File: config.mk
export PLATFORM = sky130hd
export DESIGN_NAME = sram_wsel_ctl
export DESIGN_NICKNAME = d
export VERILOG_FILES = /design/src/rtl/sram_wsel_pkg.sv /design/src/rtl/sram_sel_dec.sv /design/src/rtl/sram_wmask_dec.sv /design/src/rtl/sram_lane_array.sv /design/src/rtl/sram_out_gate.sv /design/src/rtl/sram_wsel_ctl.sv
export SDC_FILE = /design/constraint.sdc
export NUM_CORES = 1
export LEC_CHECK = 0
export ABC_AREA = 1
export BUFFER_PORTS_ARGS = -buffer_cell sky130_fd_sc_hd__buf_2
export CAP_MARGIN = 20
export CORE_UTILIZATION = 35
export DETAILED_ROUTE_END_ITERATION = 12
export PLACE_DENSITY = 0.51
export RECOVER_POWER = 25
export SLEW_MARGIN = 5
export SYNTH_ARGS = -nofsm -noshare
export SYNTH_HDL_FRONTEND = slang
export SYNTH_SLANG_ARGS = --single-unit
File: constraint.sdc
create_clock -name clk -period 1.8 [get_ports clk]
set_input_delay 0.09 -clock clk [delete_from_list [all_inputs] [get_ports clk]]
set_output_delay 0.09 -clock clk [all_outputs]
set_load 0.02 [all_outputs]
File: src/rtl/sram_wsel_pkg.sv
package sram_wsel_pkg;
  // width of one lane: eight data bits plus one parity bit
  localparam int LANE_W = 9;

  // cycle state latched on every active edge
  typedef struct packed {
    logic sel;
    logic wr;
  } cyc_state_t;
endpackage

File: src/rtl/sram_sel_dec.sv
module sram_sel_dec (
  input  logic en_n,
  input  logic sel_hi,
  input  logic sel_lo_n,
  output logic sel
);
  // three-input select of mixed polarity
  assign sel = ~en_n & sel_hi & ~sel_lo_n;
endmodule

File: src/rtl/sram_wmask_dec.sv
module sram_wmask_dec #(
  parameter int NLANES = 2
) (
  input  logic              sel,
  input  logic              gwr_n,
  input  logic              bgate_n,
  input  logic [NLANES-1:0] bwr_n,
  output logic [NLANES-1:0] mask,
  output logic              any_wr
);
  logic [NLANES-1:0] lane_req;

  always_comb begin
    if (!gwr_n)        lane_req = '1;      // whole word wins
    else if (!bgate_n) lane_req = ~bwr_n;  // strobes passed through
    else               lane_req = '0;      // strobes blocked
  end

  assign mask   = sel ? lane_req : '0;
  assign any_wr = |mask;
endmodule

File: src/rtl/sram_lane_array.sv
module sram_lane_array
  import sram_wsel_pkg::*;
#(
  parameter int ADDR_W = 4,
  parameter int NLANES = 2
) (
  input  logic                     clk,
  input  logic                     tick,
  input  logic [ADDR_W-1:0]        waddr,
  input  logic [NLANES*LANE_W-1:0] wdata,
  input  logic [NLANES-1:0]        mask,
  input  logic [ADDR_W-1:0]        raddr,
  output logic [NLANES*LANE_W-1:0] rdata
);
  localparam int DEPTH = 1 << ADDR_W;

  for (genvar g = 0; g < NLANES; g++) begin : g_lane
    logic [LANE_W-1:0] mem_q [DEPTH];

    always_ff @(posedge clk) begin
      if (tick && mask[g]) mem_q[waddr] <= wdata[g*LANE_W +: LANE_W];
    end

    // flow-through: no output register
    assign rdata[g*LANE_W +: LANE_W] = mem_q[raddr];
  end
endmodule

File: src/rtl/sram_out_gate.sv
module sram_out_gate
  import sram_wsel_pkg::*;
#(
  parameter int ADDR_W = 4
) (
  input  logic              clk,
  input  logic              rst_n,
  input  logic              tick,
  input  logic              sel,
  input  logic              any_wr,
  input  logic [ADDR_W-1:0] addr,
  input  logic              oe_n,
  input  logic              sleep,
  output logic [ADDR_W-1:0] addr_q,
  output logic              rvalid
);
  cyc_state_t st_q;

  always_ff @(posedge clk or negedge rst_n) begin
    if (!rst_n) begin
      addr_q <= '0;
      st_q   <= '0;
    end else if (tick) begin
      addr_q <= addr;
      st_q   <= '{sel: sel, wr: any_wr};
    end
  end

  assign rvalid = st_q.sel & ~st_q.wr & ~oe_n & ~sleep;


  wr_kills_out_chk: assert property (@(posedge clk) disable iff (!rst_n)
    (tick && any_wr) |=> !rvalid);
endmodule

File: src/rtl/sram_wsel_ctl.sv
module sram_wsel_ctl
  import sram_wsel_pkg::*;
#(
  parameter int ADDR_W = 4,
  parameter int NLANES = 2
) (
  input  logic                     clk,
  input  logic                     rst_n,
  input  logic [ADDR_W-1:0]        addr_i,
  input  logic [NLANES*LANE_W-1:0] wdata_i,
  input  logic                     en_n_i,
  input  logic                     sel_hi_i,
  input  logic                     sel_lo_n_i,
  input  logic                     gwr_n_i,
  input  logic                     bgate_n_i,
  input  logic [NLANES-1:0]        bwr_n_i,
  input  logic                     oe_n_i,
  input  logic                     sleep_i,
  output logic [NLANES*LANE_W-1:0] rdata_o,
  output logic                     rvalid_o
);
  logic              sel;
  logic [NLANES-1:0] mask;
  logic              any_wr;
  logic              tick;
  logic [ADDR_W-1:0] addr_q;

  assign tick = ~sleep_i;

  sram_sel_dec u_sel (
    .en_n(en_n_i), .sel_hi(sel_hi_i), .sel_lo_n(sel_lo_n_i), .sel(sel)
  );

  sram_wmask_dec #(.NLANES(NLANES)) u_wmask (
    .sel(sel), .gwr_n(gwr_n_i), .bgate_n(bgate_n_i), .bwr_n(bwr_n_i),
    .mask(mask), .any_wr(any_wr)
  );

  sram_lane_array #(.ADDR_W(ADDR_W), .NLANES(NLANES)) u_array (
    .clk(clk), .tick(tick), .waddr(addr_i), .wdata(wdata_i), .mask(mask),
    .raddr(addr_q), .rdata(rdata_o)
  );

  sram_out_gate #(.ADDR_W(ADDR_W)) u_out (
    .clk(clk), .rst_n(rst_n), .tick(tick), .sel(sel), .any_wr(any_wr),
    .addr(addr_i), .oe_n(oe_n_i), .sleep(sleep_i), .addr_q(addr_q),
    .rvalid(rvalid_o)
  );


  desel_quiet_chk: assert property (@(posedge clk) disable iff (!rst_n)
    (!sleep_i && (en_n_i || !sel_hi_i || sel_lo_n_i)) |=> !rvalid_o);


  gw_full_word_chk: assert property (@(posedge clk) disable iff (!rst_n)
    (!sleep_i && !en_n_i && sel_hi_i && !sel_lo_n_i && !gwr_n_i)
      |=> (rdata_o == $past(wdata_i)));


  sleep_frozen_chk: assert property (@(posedge clk) disable iff (!rst_n)
    sleep_i |=> $stable(rdata_o));


  sleep_no_out_chk: assert property (@(posedge clk) disable iff (!rst_n)
    sleep_i |-> !rvalid_o);
endmodule

# ---- Word-level counts from Yosys, hierarchy flattened
# Memories as Yosys holds them, arrays and structs flattened.
# Cells that the tools add are included.
dict set report op_classes {
  bitwise 11
  reduce_logical 3
  mux 7
}
# op count
set ops {}
lappend ops {{$mux W2} 3}
lappend ops {{$and A1 B1 Y1} 5}
lappend ops {{$not A1 Y1} 5}
lappend ops {{$mux W1} 4}
lappend ops {{$logic_and A1 B1 Y1} 2}
lappend ops {{$not A2 Y2} 1}
lappend ops {{$reduce_or A2 Y1} 1}
dict set report totals {
  mem_bits_rw 288
  reg_bits 6
  mem_count 2
  word_cells 26
  inputBits 33
}
# memory words word_bits rd rd_clocked_by_memory_dff write_ports line_no
set memory_table {}
lappend memory_table {{u_array.g_lane[0].mem_q} 16 9 1 0 1 sram_lane_array.sv:18} ;# logic [LANE_W-1:0] mem_q [DEPTH];
lappend memory_table {{u_array.g_lane[1].mem_q} 16 9 1 0 1 sram_lane_array.sv:18}

# ---- Depth between registers and ports, before layout
dict set report depth {
  depth_word 7
  ltp_mapped 8
  mapped_depth_nobuf 7
}

# ---- Cells and area by module
# Synthesis repeated with hierarchy kept, for this count alone.
dict set report hier_totals {
  cells_unflattened 1265
  area_unflattened_um2 12844.8
}
# mod seq_area_each_um2 n_inst cells_each area_per_inst_um2
set by_module_without_submodules {}
lappend by_module_without_submodules {sram_lane_array 8648.3 1 1224 12539.5}
lappend by_module_without_submodules {sram_out_gate 150.1 1 30 259.0}
lappend by_module_without_submodules {sram_wmask_dec 0.0 1 7 28.8}
lappend by_module_without_submodules {sram_sel_dec 0.0 1 3 13.8}
lappend by_module_without_submodules {sram_wsel_ctl 0.0 1 1 3.8}

# ---- Worst setup path after synthesis
# No wires, ideal clock.
dict set report synth_path {
  path_kind {input -> register}
  from {input en_n_i}
  to {memory u_array.g_lane[1].mem_q[15][0] (enable)}
  slack_ns 0.318
  arrival_time_ns 1.108
  cell_stages 5
  path_buffers 1
  path_cell_list {nand3b_1 -> nor2_1 -> nand2_1 -> buf_2 -> nor2_1}
}
dict set report synth_between {
  elab_chain_len 7
}
# element line_no
set synth_rtl {}
lappend synth_rtl {{start: declaration} sram_wsel_ctl.sv:11} ;# input logic en_n_i,
lappend synth_rtl {{$not A1 Y1} sram_sel_dec.sv:8} ;# assign sel = ~en_n & sel_hi & ~sel_lo_n;
lappend synth_rtl {{$and A1 B1 Y1 (2 in a row)} sram_sel_dec.sv:8}
lappend synth_rtl {{$mux W2} sram_wmask_dec.sv:19} ;# assign mask = sel ? lane_req : '0;
lappend synth_rtl {{$logic_and A1 B1 Y1} sram_lane_array.sv:21} ;# if (tick && mask[g]) mem_q[waddr] <= wdata[g*LANE_W +: LANE_W];
lappend synth_rtl {{$mux W1} sram_lane_array.sv:21}
lappend synth_rtl {{$mux W1 (not written as such)} sram_lane_array.sv:21}
lappend synth_rtl {{end: declaration} sram_lane_array.sv:18}
# Every way passes these cells.

# ---- Final worst setup path
dict set report layout_path {
  from {register u_out.addr_q[0]}
  to {output rdata_o[17]}
}
dict set report layout_between {
  elab_chain_len 1
}
# element line_no
set layout_rtl {}
lappend layout_rtl {{start: declaration} sram_out_gate.sv:14} ;# output logic [ADDR_W-1:0] addr_q,
lappend layout_rtl {{start signal: assignment} sram_out_gate.sv:24} ;# addr_q <= addr;
lappend layout_rtl {{$mem_v2 Z16 W9} n/a}
lappend layout_rtl {{end: declaration} sram_wsel_ctl.sv:19} ;# output logic [NLANES*LANE_W-1:0] rdata_o,
# Every way passes these cells.

==> flow_metrics.tcl <==
set metrics [dict create \
    grt_pass1_wl_um 52610 \
    failed_checks "DRC, setup timing" \
    hold_path_depth 1 \
    post_drt_wl_per_cell_um 18.50 \
    worst_slew_pin_slew_ns 0.7356 \
    syn_inst 1250 \
    timing.fmax_mhz 469.5 \
    layout_commonest_cell "nand2_1" \
    die_h_um 193 \
    hold_violations 0 \
    synth.top_cells.by_area "edfxtp_1 (68%), nand2_1 (12%), nand3_1 (8.5%), inv_1 (6.6%), dfrtp_1 (1.2%)" \
    antenna_found_initial 1 \
    dpl.hpwl_um 19410 \
    drc 4 \
    syn-num-nets 1283 \
    reg2reg_from "u_out.addr_q[2]" \
    initial_core_util_pct 35.72 \
    vias 8891 \
    rows 69 \
    grt_usage_pct 19.17 \
    fin_ws_ns -0.3300 \
    cts_root_buffer "clkbuf_16" \
    power.density_nw_per_um2 1006 \
    setup_viol 18 \
    rsz0062_at_grt "yes" \
    gp_congestion 0.7658 \
    hold_class "input pin to register" \
    clkLatencyLatePin_ns 0.52 \
    syn-mean-instance-area_um2 10.21 \
    cp.required_ns 1.71 \
    ant_nets 0 \
    die_x_um 193 \
    die-area_um2 37250 \
    final_cell_mix "nand2_1 (368), edfxtp_1 (288), inv_1 (224), nand3_1 (166), nand3_2 (47)" \
    maxCapViolCount 0 \
    timing.rr.end "u_out.addr_q[2]" \
    core-area_um2 35740 \
    skew_ns 0 \
    setup-tns-final_ns -5.457 \
    fin_crit_sh_pct 118.3 \
    cts_tree "built" \
    power.total_uw 16690 \
    period_needed_ns 2.130 \
    place_ws_ns 0.1190 \
    final_net_count 1429 \
    reg2reg_slack_ns 0.07 \
    grt_max_degree 44 \
    vias_per_cell 4.719 \
    synth-seq-area-share_pct 68.91 \
    synth_top_area_share_pct 67.73 \
    worstHoldStart "wdata_i[0]" \
    areaGrowthSynthToFinish_pct 29.92 \
    ios 52 \
    multi_input_area_um2 3189 \
    cp-start-kind "register" \
    ys_seq_elements 294 \
    min_to "u_array.g_lane[0].mem_q[15][0]" \
    peakVddDrop_v 0.0006913 \
    slew_violations 0 \
    cts.htree.levels 2 \
    relSlewSlack_pct 50.96 \
    netlist-cell-type-count 16 \
    cp-end-kind "primary output" \
    numPortBuffers 51 \
    drive_gt1_share_pct 18.93 \
    path_class "register to primary output" \
    initialDrtViolationCount 578 \
    yosysWarnings 0 \
    synth_area_um2 12770 \
    r2r_cells 4 \
    arrival_ns 2.04 \
    clock_path_buffers 3 \
    grt_pass1_vias 8668 \
    cts_made_buffers 34 \
    grt_remaining_overflow 0 \
    p_leak_uw 0.007034 \
    totalWireLength_um 34850 \
    first_pass_iters 8 \
    synth_top_area_cell "edfxtp_1" \
    fill_cells 3302 \
    cts_sinks 294 \
    status "finished, violations left" \
    clkTransAtPathRegs_ns 0.06 \
    critical_path.max_fanout 8 \
    seq_area_um2 8805 \
]
==> metal layers <==
layer  vias to the layer above  part of all wire (%)  global-route usage (%)
met5                         -                     0                       0
met2                       212                    46                   30.65
met3                        45                   4.5                   2.317
li1                       4338                     -                       -
met4                         0                   1.6                   4.718
met1                      4296                    48                   27.75
==> what timing repair did <==
action | 4_1_cts | 5_1_grt
buffers inserted | 7 | 1
cloned | 9 | 6
gates resized for setup | 84 | 72
hold buffers | 30 | 0
pin swaps | 19 | 30
hold endpoints to repair | 244 | 0
endpoints found under the setup margin | 19 | 19
==> metrics by stage <==
step / hold WS (ns) / cells / utilization (%) / cell area [um^2]
2_1_floorplan: -0.2056 / 1250 / - / 12770
3_3_place_gp: -0.06776 / 1768 / 39.40 / 14080
3_5_place_dp: -0.06791 / 1768 / 39.40 / 14080
4_1_cts: 0.005191 / 1875 / 45.17 / 16150
5_1_grt: 0.2477 / 1883 / 46.40 / 16590
6_report: 0.1869 / 1884 / 46.41 / 16590
==> worst max path at each step <==
stage                         start                             end  slack (ns)  cells after the start
finish              u_out.addr_q[0]                     rdata_o[17]       -0.33                      9
global route        u_out.addr_q[0]                      rdata_o[8]       -0.41                      9
global placement          bgate_n_i   u_array.g_lane[0].mem_q[6][3]        0.14                      6
floorplan                    en_n_i  u_array.g_lane[1].mem_q[15][0]        0.32                      5
CTS                 u_out.addr_q[0]                      rdata_o[0]       -0.35                     10
detailed placement  u_out.addr_q[0]                      rdata_o[0]        0.12                     10
==> kinds of logic after synthesis <==
logic type,share of synthesized area [%]
flip-flops,68.91
buffers and inverters,9.182
AO/OA/AOI/OAI,0.2743
AND/OR/NAND/NOR,21.64
==> layout make-up <==
type	count	share of cell area [%]
inverters	228	5.242
diodes	2	0.03017
clock inverters	17	1.395
multi-input cells	669	19.23
well taps	461	3.477
flip-flops and latches	294	53.08
repair buffers	169	12.07
clock buffers	44	5.483
==> registers in the layout (all words and copies together), names as in the netlist <==
name and count:
u_out.st_q 2, u_array.g_lane.mem_q 288, u_out.addr_q 4
==> power breakdown <==
group	switching [uW]	leakage [uW]	internal, uW
clock network	2720	0.000556	4310
registers	19.6	0.00266	7540
logic	1240	0.00382	863
total	3980	0.00703	12700
==> Yosys cell counts, drive strengths merged <==
master	n
edfxtp	288
clkbuf	15
clkinv	2
nand3b	1
o21ai	7
nand3	217
nor4	1
inv	226
dfrtp	6
buf	44
nor2	39
nand2	404
==> critical path: stages, from the launching register on <==
cell and delay, ns:
dfrtp_4 0.54, clkinv_8 0.12, buf_12 0.15, buf_16 0.14, nand2_1 0.05, nand3_1 0.09, nand3_2 0.08, nand3_2 0.13
nand2_2 0.07, buf_6 0.13
No activity file was read; power rests on OpenSTA's default activity.
